[src/rtl/dfd_pkg.sv]
package dfd_pkg;
  localparam int NFLAG = 16;
  localparam int TAGW  = 8;
  localparam int NKIND = 2;  // index 0: data movement, index 1: compute

  typedef struct packed {
    logic [TAGW-1:0]  tag;
    logic [NFLAG-1:0] wset;
    logic [NFLAG-1:0] wclr;
    logic [NFLAG-1:0] sdone;
    logic [NFLAG-1:0] cdone;
  } instr_t;

  localparam int IW = $bits(instr_t);

  // all required-set flags are 1 and all required-clear flags are 0
  function automatic logic deps_met(input logic [NFLAG-1:0] f,
                                    input logic [NFLAG-1:0] ws,
                                    input logic [NFLAG-1:0] wc);
    return ((f & ws) == ws) && ((f & wc) == '0);
  endfunction

  // clear first, then set: a bit in both masks ends at 1
  function automatic logic [NFLAG-1:0] apply_done(input logic [NFLAG-1:0] f,
                                                  input logic [NFLAG-1:0] s,
                                                  input logic [NFLAG-1:0] c,
                                                  input logic en);
    return en ? ((f & ~c) | s) : f;
  endfunction
endpackage

[src/rtl/dfd_queue.sv]
module dfd_queue #(
  parameter int DEPTH = 8,
  parameter int W     = 8
) (
  input  logic         clk,
  input  logic         rst_n,
  input  logic         push,
  input  logic [W-1:0] push_data,
  input  logic         pop,
  output logic [W-1:0] head,
  output logic         empty,
  output logic         full
);
  localparam int PW = (DEPTH > 1) ? $clog2(DEPTH) : 1;
  localparam int CW = $clog2(DEPTH + 1);

  logic [W-1:0]  mem [DEPTH];
  logic [PW-1:0] wr_ptr, rd_ptr;
  logic [CW-1:0] count;

  function automatic logic [PW-1:0] bump(input logic [PW-1:0] p);
    return (p == PW'(DEPTH - 1)) ? '0 : p + 1'b1;
  endfunction

  assign empty = (count == '0);
  assign full  = (count == CW'(DEPTH));
  assign head  = mem[rd_ptr];

  always_ff @(posedge clk) begin
    if (!rst_n) begin
      wr_ptr <= '0;
      rd_ptr <= '0;
      count  <= '0;
    end else begin
      if (push) begin
        mem[wr_ptr] <= push_data;
        wr_ptr      <= bump(wr_ptr);
      end
      if (pop) rd_ptr <= bump(rd_ptr);
      if (push && !pop)      count <= count + 1'b1;
      else if (!push && pop) count <= count - 1'b1;
    end
  end

  p_no_overflow_r10: assert property (@(posedge clk) disable iff (!rst_n)
    push |-> !full);
  p_no_underflow_r2: assert property (@(posedge clk) disable iff (!rst_n)
    pop |-> !empty);
endmodule

[src/rtl/dfd_issue_slot.sv]
module dfd_issue_slot
  import dfd_pkg::*;
(
  input  logic             clk,
  input  logic             rst_n,
  input  instr_t           head,
  input  logic             head_vld,
  input  logic [NFLAG-1:0] flags_after,
  input  logic             done,
  output logic             pop,
  output logic             go,
  output logic [TAGW-1:0]  go_tag,
  output logic             done_vld,
  output logic [NFLAG-1:0] pend_set,
  output logic [NFLAG-1:0] pend_clr
);
  logic busy_q;
  logic free;

  assign done_vld = done && busy_q;       // stray pulses on an idle unit are dropped
  assign free     = !busy_q || done;
  assign pop      = head_vld && free && deps_met(flags_after, head.wset, head.wclr);

  always_ff @(posedge clk) begin
    if (!rst_n) begin
      busy_q   <= 1'b0;
      go       <= 1'b0;
      go_tag   <= '0;
      pend_set <= '0;
      pend_clr <= '0;
    end else begin
      go <= pop;
      if (pop) begin
        busy_q   <= 1'b1;
        go_tag   <= head.tag;
        pend_set <= head.sdone;
        pend_clr <= head.cdone;
      end else if (done_vld) begin
        busy_q <= 1'b0;
      end
    end
  end

  // back-to-back issue only when the first one completed in its go cycle
  p_one_out_r9: assert property (@(posedge clk) disable iff (!rst_n)
    (go && !done) |=> !go);
endmodule

[src/rtl/dfd_flag_unit.sv]
module dfd_flag_unit
  import dfd_pkg::*;
(
  input  logic             clk,
  input  logic             rst_n,
  input  logic             done_vld [NKIND],
  input  logic [NFLAG-1:0] pend_set [NKIND],
  input  logic [NFLAG-1:0] pend_clr [NKIND],
  output logic [NFLAG-1:0] flags_q,
  output logic [NFLAG-1:0] flags_after
);
  logic [NFLAG-1:0] stage [NKIND+1];

  // data movement (index 0) is applied before compute (index 1)
  assign stage[0] = flags_q;
  for (genvar k = 0; k < NKIND; k++) begin : g_chain
    assign stage[k+1] = apply_done(stage[k], pend_set[k], pend_clr[k], done_vld[k]);
  end
  assign flags_after = stage[NKIND];

  always_ff @(posedge clk) begin
    if (!rst_n) flags_q <= '0;
    else        flags_q <= flags_after;
  end

  p_cmp_set_last_r7: assert property (@(posedge clk) disable iff (!rst_n)
    done_vld[1] |=> ((flags_q & $past(pend_set[1])) == $past(pend_set[1])));
  p_idle_keep_r11: assert property (@(posedge clk) disable iff (!rst_n)
    (!done_vld[0] && !done_vld[1]) |=> (flags_q == $past(flags_q)));
endmodule

[src/rtl/depflag_dispatch.sv]
module depflag_dispatch
  import dfd_pkg::*;
#(
  parameter int DEPTH = 8
) (
  input  logic             clk,
  input  logic             rst_n,
  input  logic             in_valid,
  input  logic             in_kind,
  input  logic [TAGW-1:0]  in_tag,
  input  logic [NFLAG-1:0] in_wait_set,
  input  logic [NFLAG-1:0] in_wait_clr,
  input  logic [NFLAG-1:0] in_set_done,
  input  logic [NFLAG-1:0] in_clr_done,
  output logic             in_ready,
  output logic             dma_go,
  output logic [TAGW-1:0]  dma_go_tag,
  output logic             cmp_go,
  output logic [TAGW-1:0]  cmp_go_tag,
  input  logic             dma_done,
  input  logic             cmp_done,
  output logic [NFLAG-1:0] flags
);
  instr_t           in_word;
  instr_t           head     [NKIND];
  logic [IW-1:0]    head_raw [NKIND];
  logic             empty    [NKIND];
  logic             full     [NKIND];
  logic             push     [NKIND];
  logic             pop      [NKIND];
  logic             go       [NKIND];
  logic [TAGW-1:0]  go_tag   [NKIND];
  logic             done_in  [NKIND];
  logic             done_vld [NKIND];
  logic [NFLAG-1:0] pend_set [NKIND];
  logic [NFLAG-1:0] pend_clr [NKIND];
  logic [NFLAG-1:0] flags_after;

  assign in_word  = '{tag: in_tag, wset: in_wait_set, wclr: in_wait_clr,
                      sdone: in_set_done, cdone: in_clr_done};
  assign in_ready = !full[in_kind];
  assign done_in[0] = dma_done;
  assign done_in[1] = cmp_done;

  for (genvar k = 0; k < NKIND; k++) begin : g_kind
    assign push[k] = in_valid && in_ready && (in_kind == 1'(k));
    assign head[k] = instr_t'(head_raw[k]);

    dfd_queue #(.DEPTH(DEPTH), .W(IW)) u_q (
      .clk(clk), .rst_n(rst_n), .push(push[k]), .push_data(in_word),
      .pop(pop[k]), .head(head_raw[k]), .empty(empty[k]), .full(full[k]));

    dfd_issue_slot u_slot (
      .clk(clk), .rst_n(rst_n), .head(head[k]), .head_vld(!empty[k]),
      .flags_after(flags_after), .done(done_in[k]), .pop(pop[k]),
      .go(go[k]), .go_tag(go_tag[k]), .done_vld(done_vld[k]),
      .pend_set(pend_set[k]), .pend_clr(pend_clr[k]));
  end

  dfd_flag_unit u_flags (
    .clk(clk), .rst_n(rst_n), .done_vld(done_vld), .pend_set(pend_set),
    .pend_clr(pend_clr), .flags_q(flags), .flags_after(flags_after));

  assign dma_go     = go[0];
  assign dma_go_tag = go_tag[0];
  assign cmp_go     = go[1];
  assign cmp_go_tag = go_tag[1];

  p_ready_r10: assert property (@(posedge clk) disable iff (!rst_n)
    full[1] |-> !push[1]);
endmodule

[config.mk]
export PLATFORM = sky130hd
export DESIGN_NAME = depflag_dispatch
export DESIGN_NICKNAME = d
export VERILOG_FILES = /design/src/rtl/dfd_pkg.sv /design/src/rtl/dfd_queue.sv /design/src/rtl/dfd_issue_slot.sv /design/src/rtl/dfd_flag_unit.sv /design/src/rtl/depflag_dispatch.sv
export SDC_FILE = /design/constraint.sdc
export NUM_CORES = 1
export LEC_CHECK = 0
export BUFFER_PORTS_ARGS = -buffer_cell sky130_fd_sc_hd__clkbuf_2
export CORE_MARGIN = 5
export CORE_UTILIZATION = 61
export DETAILED_ROUTE_END_ITERATION = 12
export PLACE_DENSITY = 0.78
export SKIP_LAST_GASP = 1
export SLEW_MARGIN = 20
export SYNTH_ARGS = -nofsm -noshare
export SYNTH_HDL_FRONTEND = slang
export SYNTH_HIERARCHICAL = 1
export SYNTH_SLANG_ARGS = --single-unit
[constraint.sdc]
create_clock -name clk -period 8.7 [get_ports clk]
set_input_delay 0 -clock clk [delete_from_list [all_inputs] [get_ports clk]]
set_output_delay 0 -clock clk [all_outputs]
set_load 0.05 [all_outputs]
==> results, run 1 <==
- The arrival time of the worst setup path is roughly 6000 ps.
- The completed layout was analyzed and its total power is between 10 and 15 mW.
- The critical path is of the flop to flop type.
- The later-pin clock latency in the skew report is approximately 700 ps.
- The number of design-rule violations left by the first detailed-router iteration is around 2900.
- In this run, post-CTS repair resized a total of 0 instances.
- In the global route stage, overall resource usage came out at a little over a quarter.
- The root buffer cell is clkbuf_16.
- The filler cells instantiated in the layout total ~4900.
- After Yosys synthesis, and, or, nand and nor cells account for under 10% of the synthesized area.
- For the final routed database, the setup TNS stands at 0 ps.
- The number of H-tree levels is 3.
- The synthesized design contains about 1300 register bits.
- The end of the critical path is g_kind[0].u_q/count[3].
- Counting the buffers created by CTS gives 120.
- The worst hold slack is 265 ps.
- Across the routed clock network, the largest skew measured is slightly below 50 ps.
- The initial antenna violation count is 9.
- In this run the worst path has a maximum fanout of 32.
- After synthesis, the largest family of logic cells by area is multiplexers.
- The cell that appears most often on the critical path is inv_1.
- The final setup violation count is 0.
- The clock slew seen by the registers of the worst setup and hold paths is ~70 ps.
- The number of cells traversed by the worst register-to-register path is 15.
- The number of nets in the final layout is 2695.
- Summing every instance area after synthesis gives roughly 50000 um^2.
- The flow ran to the end, and the final reports show no timing, DRC or antenna violations.
- In the routed design, unresolved DRC markers number 0.
- The nature of the critical path endpoint is a flop.
- In the synthesized netlist the dominant register cell turns out to be edfxtp_1.
- The TritonCTS sink count is between 1000 and 1500.
- The number of nets with antenna violations after routing is 0.
- After technology mapping, the gate count stands at approximately 2400.
- The largest single stage delay on the critical path is approximately 920 ps.
- The net count after synthesis is ~2500.
- The worst setup path is launched from a flop.
- The area of the core is between 80000 and 90000 um^2.
- The proportion of register bits with asynchronous set or reset after synthesis is 0%.
- The number of standard cells in the final layout excluding fillers is roughly 3800.
- The routed layout has 24478 vias.
- The fraction of the yosys area taken by sequential cells is about 74%.
- The floorplan step set the die width to roughly 300 um.
- The standby leakage power is about 19 nW.
- The effective utilization at floorplan is approximately 61%.
- Static timing analysis puts the maximum clock frequency at 0.184 GHz.
- Across the VDD grid, the largest voltage drop is ~0.24 mV.
- The synthesis-to-finish area growth is 12.8%.
- Input and output buffers added on the ports amount to roughly 110.
- The portion of synthesized area spent on multiplexers is roughly a fifth.
- The final-report hold violation count is 0.
- In this run, placement finished with an instance count of between 3000 and 4000.
- Yosys mapped the design onto 47 distinct sky130hd cell types.
- TritonCTS built the clock tree.
- Cells with a size suffix above 1 make up a little under a third of the layout.
- For flop-to-flop paths, the worst setup slack is ~3300 ps.
- The largest net degree at the start of global routing is 91.
- The endpoint identified for the worst register-to-register timing path is g_kind[0].u_q/count[3].
- For this run the aggregate overflow at the end of global routing stands at 0.
- For this design, the slowest cell found on the critical path is a221oi_1.
- The average instance in the mapped netlist occupies approximately 21 um^2.
- For this block, the routed nets add up to around 110000 um of wire.
- The number of global-route vias before repair is around 25000.
- Summing the areas of all fa, ha and maj instances in the mapped netlist gives less than 1% of the synthesized area.
- The final RePlAce weighted congestion is 0.778.
- The parity-gate share of the synthesized area counting xor and xnor cells is less than 1%.
- The floorplan has between 100 and 150 rows.
- The power density over the cells is approximately 220 nW/um^2.
- The clock passes through at most 3 buffers.
- The signal on the critical path passes through buf_4, mux4_2, mux2_4, inv_1, o21ai_0, a221oi_1, and4_1, inv_1, ha_1, inv_1, ha_1, a21oi_1, a211oi_1, a31oi_1, mux2i_1.
- The slew at the pin with the worst max-slew slack is approximately 1200 ps.
- Counting flops with a built-in enable in the synthesized netlist gives approximately 1200.
- Detailed placement finished with a half-perimeter wire length of ~60000 um.
- The die footprint is roughly 90000 um^2.
- Dividing the detail-routed wire length by the instance count gives a little over 30 um.
- Setup repair after global routing left no endpoint under its margin.
- The worst slew slack as a fraction of its limit is a little over a fifth.
- At the worst endpoint, the required time is 9330 ps.
- The die outline height is ~300 um.
- The worst path in the final design needs a cycle of 5440 ps, including I/O delays and setup.
- The path class of the tightest hold or removal check is input port to flop.
- The count of pins on the block boundary is approximately 110.
- The post-route fraction of the period consumed by the critical path is 62.5%.
- The first-pass GRT wire length is roughly 170000 um.
- The count of max-cap constraint violations is 0.
- Using the TritonRoute via totals, the vias-per-cell ratio works out to ~6.5.
- Summing the areas of all compound-gate instances in the mapped netlist gives about 1.7% of the synthesized area.
- The pre-antenna-repair detailed-routing pass consisted of 6 iterations.
- The total number of yosys warnings is 6.
- The number of max-slew violations in the final report is 0.
==> layout make-up <==
cell class / count / area [um^2] / share of cell area (%)
Clock inverter: 75 / 762 / 1.35
Timing Repair Buffer: 239 / 1760 / 3.11
Clock buffer: 149 / 3180 / 5.65
Tap cell: 1070 / 1340 / 2.37
Antenna cell: 6 / 15.0 / 0.0266
Multi-Input combinational cell: 933 / 12100 / 21.4
Sequential cell: 1278 / 37100 / 65.9
Inverter: 29 / 109 / 0.193
==> timing repair <==
action                    4_1_cts  5_1_grt
hold buffers                   79        0
setup buffers                   0        0
hold endpoints to repair     1210        0
==> placed cells by master (no fill, tap or decap), types with 16 or more instances in the layout <==
master	Yosys	routed
buf_4	0	45
a21oi_1	24	24
a211oi_2	16	16
mux4_2	288	288
clkbuf_2	2	111
nand2_1	178	178
and3b_1	17	17
inv_1	29	29
clkinv_1	0	18
dlygate4sd3_1	0	79
mux2i_1	97	97
dfxtp_1	126	120
edfxtp_1	1152	1152
clkinv_2	0	30
clkbuf_1	41	24
clkbuf_16	0	122
mux2_4	120	120
a22oi_1	19	19
mux2_2	24	24
==> through the flow <==
stage                     util [%]  setup WS, ps  cell area (um^2)
final                         69.0          3260             56400
after CTS                     69.0          3380             56400
after detailed placement      63.2          3440             51600
after floorplan                  -          2140             50000
after global placement        63.2          3530             51600
after global routing          69.0          2990             56400
==> power by group <==
part	switching (mW)	internal, mW
registers	0.0164	6.73
clock network	2.24	2.99
logic	0.192	0.109
==> critical path: cells and delay by family (launching register included) <==
| family | cells | cell delay [ps] |
|---|---|---|
| mux | 3 | 1050 |
| compound gates | 5 | 1550 |
| fa+ha+maj | 2 | 510 |
| simple gates | 1 | 530 |
| flops | 1 | 680 |
| buf+inv | 4 | 1020 |
==> cell families (layout without fill, tap and decap cells) <==
family,count (synthesis),count (layout)
AND/OR/NAND/NOR,282,282
XOR/XNOR,4,4
flip-flops,1278,1278
buffers and inverters,146,492
adder cells (fa/ha/maj),16,16
other,0,6
multiplexers,529,529
AO/OA/AOI/OAI,102,102
==> cell usage after synthesis, drive strengths merged, types with 6 or more instances <==
cell type | number | area (um^2)
a211oi | 18 | 215
nor3 | 10 | 70.1
mux2i | 97 | 971
edfxtp | 1152 | 34600
nor2b | 12 | 75.1
o22ai | 6 | 37.5
and3b | 17 | 149
and2 | 12 | 75.1
clkbuf | 43 | 164
mux2 | 144 | 2070
nand2 | 178 | 668
a21bo | 16 | 160
nand3 | 12 | 60.1
a22oi | 20 | 155
o21ai | 6 | 30.0
mux4 | 288 | 6490
nor2 | 16 | 60.1
nand2b | 12 | 75.1
a21oi | 24 | 120
dfxtp | 126 | 2520
buf | 74 | 647
inv | 29 | 109
ha | 14 | 175
==> state kept, by name, summed over array words and instances (netlist names), named ones only <==
name                    count
g_kind.u_slot/go_tag       16
g_kind.u_q/wr_ptr           6
g_kind.u_slot/busy_q        2
g_kind.u_slot/go            2
g_kind.u_slot/pend_clr     32
g_kind.u_q/rd_ptr           6
g_kind.u_slot/pend_set     32
g_kind.u_q/mem           1152
u_flags/flags_q            16
g_kind.u_q/count            8
==> per-layer routing <==
layer	routed length (um)	share of wire, %	GRT usage [%]	up-vias
met3	12500	11	6.21	193
met2	56300	49	43.1	1446
met1	43400	38	37.5	12740
li1	-	-	-	10093
met5	41	0.036	0	-
met4	2740	2.4	7.09	6
==> worst min-delay path by stage <==
stage                                from                  endpoint  slack (ps)  cells after the start
after CTS                 in_wait_clr[13]  g_kind[0].u_q/mem[3][45]         230                      2
after global placement     in_wait_set[2]  g_kind[1].u_q/mem[4][50]         370                      1
after floorplan            in_clr_done[0]   g_kind[0].u_q/mem[0][0]         100                      0
final                     in_wait_clr[13]  g_kind[0].u_q/mem[3][45]         260                      2
after global routing      in_wait_clr[15]  g_kind[1].u_q/mem[1][47]         280                      2
after detailed placement  in_wait_clr[13]  g_kind[1].u_q/mem[7][45]         400                      1
No activity file was read; power rests on OpenSTA's default activity.
==> run 2: changes to the inputs <==
Settings changed: ABC_AREA set to 1, CORE_UTILIZATION 61 to 56, PLACE_DENSITY 0.78 to 0.75.
Clock period 8.7 ns to 4.6 ns, I/O delays scaled along.
==> run 2 against run 1 <==
Hold slack worse by 48 ps. Sequential power up 88%. Area after synthesis up 5.6%. Non-clock buffer count up 17. Register-to-register slack worse by 2700 ps. Die area up 14%. Via count up 47%. First-iteration DRC count up 51%. Clock skew down 5.2 ps. Sequential share of layout area down 3.1 points.
==> results, run 2 <==
- Walking the worst path, the cells encountered are inv_8, o21ai_0, nand2_1, nand2_1, nand2_1, nand2_1, nand4_1, or2_2, nor2_1, nand3_1, inv_1, inv_1, ha_1, inv_1, ha_1, or2_2, nand3_1, nand3_1, nand2_1, inv_1.
- The fraction of the yosys area taken by sequential cells is 70.3% (-3.9 points).
- The count of pins on the block boundary came to 113 (unchanged).
- The adder-cell share of the synthesized area was 0.408% (-0.023 points).
- The via count of the routed design is 35995 (+47%).
- The largest fanout on the critical path is 143 (+350%).
- The average cell area after synthesis is 10.8 um^2 (-49%).
- Sorting the synthesized cells by area gives the leading types as edfxtp_1 66%, nor2_1 9.6%, nand2_1 7.4%.
- Setup repair after global routing left no endpoint under its margin.
- The number of CTS-inserted buffers is 131 (+9.2%).
- The clock slew seen by the registers of the worst setup and hold paths is 60 ps (about the same).
- The mux share of post-synthesis cell area came to 0% (-19 points).
- The design internal power was 18.7 mW (+90%).
- The share of total power in the clock network is 43.3% (+0.7 points).
- The number of synthesized flops with an enable pin is 1152 (unchanged).
- The number of distinct library cells after synthesis is 33 (-30%).
- The combined global-route utilization of all metal layers is 26.9% (+0.32 points).
- The final routed wirelength across all metal layers is 135000 um (+18%).
- The part of the power in combinational logic is 2.5% (about the same).
- The count of standard-cell rows is 112 (+6.7%).
- The number of cells produced by synthesis came to 4911 (+110%).
- The TritonCTS sink count is 1278 (unchanged).
- The standby leakage power came to 22.2 nW (+20%).
- The number of standard cells in the final layout excluding fillers was 6402 (+69%).
- The routed length per placed instance was 21.1 um (-30%).
- The critical hold path startpoint is in_set_done[12].
- The most frequent cell on the critical path is nand2_1.
- The number of instances resized during post-cts repair is 0 (unchanged).
- The total number of yosys warnings is 6 (unchanged).
- The delay of the slowest cell on the worst path is 570 ps (-350 ps).
- The final clock skew is 43.4 ps (-5.16 ps).
- The HPWL after detailed placement is 74300 um (+21%).
- The width of the chip is 317 um (+7.0%).
- The count of max-cap constraint violations was 0 (unchanged).
- The final-report hold violation count was 0 (unchanged).
- The synthesis-to-finish area growth is 12.1%.
- The flip-flop count of the largest register, all copies and words added is 1152 (unchanged).
- Counting instances in the post-synthesis netlist gives the leading cell types as 1355 x nor2_1, 1152 x edfxtp_1, 1044 x nand2_1.
- The number of design-rule violations left by the first detailed-router iteration is 4307 (+51%).
- Leaving out fill and tap cells, the most frequent cell in the layout is nor2_1.
- The capture point of the worst reg-to-reg path is g_kind[0].u_q/count[3].
- The fraction of the mapped netlist area in compound gates is 5.93% (+4.3 points).
- The peak clock frequency supported by timing is 0.249 GHz (+35%).
- The largest net degree at the start of global routing was 163 (+79%).
- The initial antenna violation count was 6 (-3).
- The final critical delay including setup and external delays is 4020 ps (-1420 ps).
- The proportion of register bits with asynchronous set or reset after synthesis is 0% (unchanged).
- The root buffer cell is clkbuf_16.
- The parity-gate share of the synthesized area counting xor and xnor cells was 0.0664% (-0.0037 points).
- The peak ir drop on the vdd network came to 0.339 mV (+42%).
- The cell accounting for the most synthesized area is edfxtp_1.
- The worst slew slack as a fraction of its limit is 21.9% (-0.082 points).
- The cell area after synthesis is 52800 um^2 (+5.6%).
- The net count after synthesis is 5005 (+100%).
- The cell at the slowest stage of the critical path is dfxtp_4.
- By instance count, the leading cell after synthesis is nor2_1.
- The later-pin clock latency in the skew report is 750 ps (+50 ps).
- The post-route fraction of the period consumed by the critical path is 87.3% (+25 points).
- The power density over the cells is 397 nW/um^2 (+82%).
- The die footprint was 101000 um^2 (+14%).
- The number of nets with antenna violations after routing was 0 (unchanged).
- The number of max-slew violations in the final report is 0 (unchanged).
- The setup total negative slack is 0 ps (unchanged).
- The fraction of layout instances using a drive strength above 1 came to 8.88% (-22 points).
- The flip-flop and latch count after synthesis is 1278 (unchanged).
- The run finished with clean final reports.
- The worst hold path cell count is 2 (unchanged).
- The net switching component of the power is 4.80 mW (+96%).
- Leaving out fill and tap cells, the most frequent cells in the layout are 1339 x nor2_1, 1152 x edfxtp_1, 1044 x nand2_1, 406 x o21ai_1, 182 x o21ai_0.
- The number of global-route vias before repair is 34053 (+34%).
- The area share of the largest cell type after synthesis is 65.5% (-3.7 points).
- The sequential fraction of design power is 54.2% (-0.8 points).
- The minimum setup slack among reg-to-reg paths is 580 ps (-2680 ps).
- The final setup violation count is 0 (unchanged).
- The worst setup path is captured at a flop.
- The first-pass GRT wire length is 205000 um (+21%).
- The slew at the pin with the worst max-slew slack is 1170 ps (+1.24 ps).
- The arrival time of the worst setup path was 4650 ps (-1420 ps).
- The main combinational cell family by area after synthesis is simple AND/OR/NAND/NOR gates.
- The number of buffers inserted to repair setup after CTS is 0 (unchanged).
- The worst hold-check path type is input port to flop.
- The number of I/O port buffers is 112 (unchanged).
- The simple logic cell fraction of the synthesized area is 19.1% (+16 points).
- The effective utilization at floorplan is 56.5% (-4.7 points).
- The number of H-tree levels is 4 (+1).
- The area of the core is 93500 um^2 (+14%).
- The net switching share of the total power is 20.4% (+0.50 points).
- The count of TritonRoute iterations in the first routing pass is 6 (unchanged).
- Among all flip-flop cells after synthesis, the most frequent one is edfxtp_1.
- The largest registers in the layout are g_kind.u_q/mem: 1152 flops, g_kind.u_slot/pend_clr: 32 flops, g_kind.u_slot/pend_set: 32 flops.
- The via-per-instance ratio came to 5.62 (-13%).
- The startpoint type of the worst setup path is a flop.
- The remaining routing DRC violations is 0 (unchanged).
- The worst hold path terminates at g_kind[1].u_q/mem[6][28].
- The number of nets in the final layout is 5135 (+91%).
- The final RePlAce weighted congestion is 0.915 (+18%).
- The core occupancy in the finished layout was 63.3% (-5.7 points).
- The total instance count after detailed placement came to 6084 (+75%).
- The die outline height was 317 um (+7.0%).
- The required arrival time at the worst endpoint is 5240 ps (-4090 ps).
- The maximum number of buffers from clock root to sink is 3 (unchanged).
- The total of hold buffers inserted after clock tree synthesis was 78 (-1.3%).
- The remaining global-route overflow is 0 (unchanged).
- Ranked by flip-flop count, first place goes to g_kind.u_q/mem.
- TritonCTS built the clock tree.
- The number of cells traversed by the worst register-to-register path is 20 (+5).
- The path type of the worst setup path is flop to flop.
[run 2: changes by cell type after synthesis, sizes merged, moves of 144 or more]
| cell | before | now |
|---|---|---|
| o21ai | 6 | 588 |
| buf | 74 | 229 |
| nand2 | 178 | 1069 |
| nor2 | 16 | 1378 |
| mux4 | 288 | 0 |
| mux2 | 144 | 0 |
[run 2: how the worst max path moves through the flow]
stage                       startpoint                 endpoint  slack (ps)  depth (start not counted)
2_1_floorplan   g_kind[1].u_q/count[0]  g_kind[1].u_q/mem[0][0]          40                          9
3_3_place_gp   g_kind[1].u_slot/busy_q   g_kind[0].u_q/count[3]         710                         21
3_5_place_dp   g_kind[1].u_slot/busy_q   g_kind[0].u_q/count[3]         690                         20
4_1_cts        g_kind[0].u_slot/busy_q   g_kind[0].u_q/count[3]         670                         23
5_1_grt        g_kind[0].u_slot/busy_q   g_kind[1].u_q/count[3]         280                         23
6_report                          flop   g_kind[0].u_q/count[3]         580                         20
[run 2: layout make-up]
type / instances / area [um^2]
repair buffers: 256 / 2140
inverters: 163 / 639
well taps: 1254 / 1570
diodes: 1 / 2.50
multi-input cells: 3211 / 13600
clock inverters: 64 / 515
clock buffers: 175 / 3600
flip-flops and latches: 1278 / 37100
fillers: 7016 / 34300
[run 2: per-layer routing]
metal	up-vias	track usage (%)	share of wire [%]
met3	276	4.58	9.9
li1	16712	-	-
met2	1784	43.2	48
met4	4	8.97	2.6
met5	-	0	0.020
met1	17219	38.0	40
[run 2: cells by family (layout without fill, tap and decap cells)]
logic type / Yosys count / count (layout)
AOI/OAI and AO/OA: 618 / 618
xor gates and xnor gates: 4 / 4
adders and majority gates: 16 / 16
buffers and inverters: 422 / 658
DFF: 1278 / 1278
other: 0 / 1
and+or+nand+nor: 2573 / 2573
[run 2: stage by stage]
stage	hold WS [ps]	power, mW	area (um^2)	setup WS [ps]
after floorplan	98.9	13.2	52800	39.4
after global placement	395	13.5	54300	713
after detailed placement	408	13.5	54300	685
after CTS	166	23.6	59200	671
after global routing	227	24.2	59200	281
final	217	23.5	59200	583
[run 2: critical path, delay by kind of cell, from the launching register on]
kind	cells	cell delay, ps
flip-flops	1	570
AND/OR/NAND/NOR	12	1580
buffers and inverters	5	740
AO/OA/AOI/OAI	1	380
adder cells (fa/ha/maj)	2	480
[run 2: power groups by stage]
stage,Sequential (mW),Combinational [mW],Clock (mW)
after floorplan,13.0,0.234,0
after global placement,13.0,0.505,0
after detailed placement,13.0,0.520,0
after CTS,12.7,0.580,10.3
after global routing,12.7,0.643,10.8
final,12.7,0.585,10.2
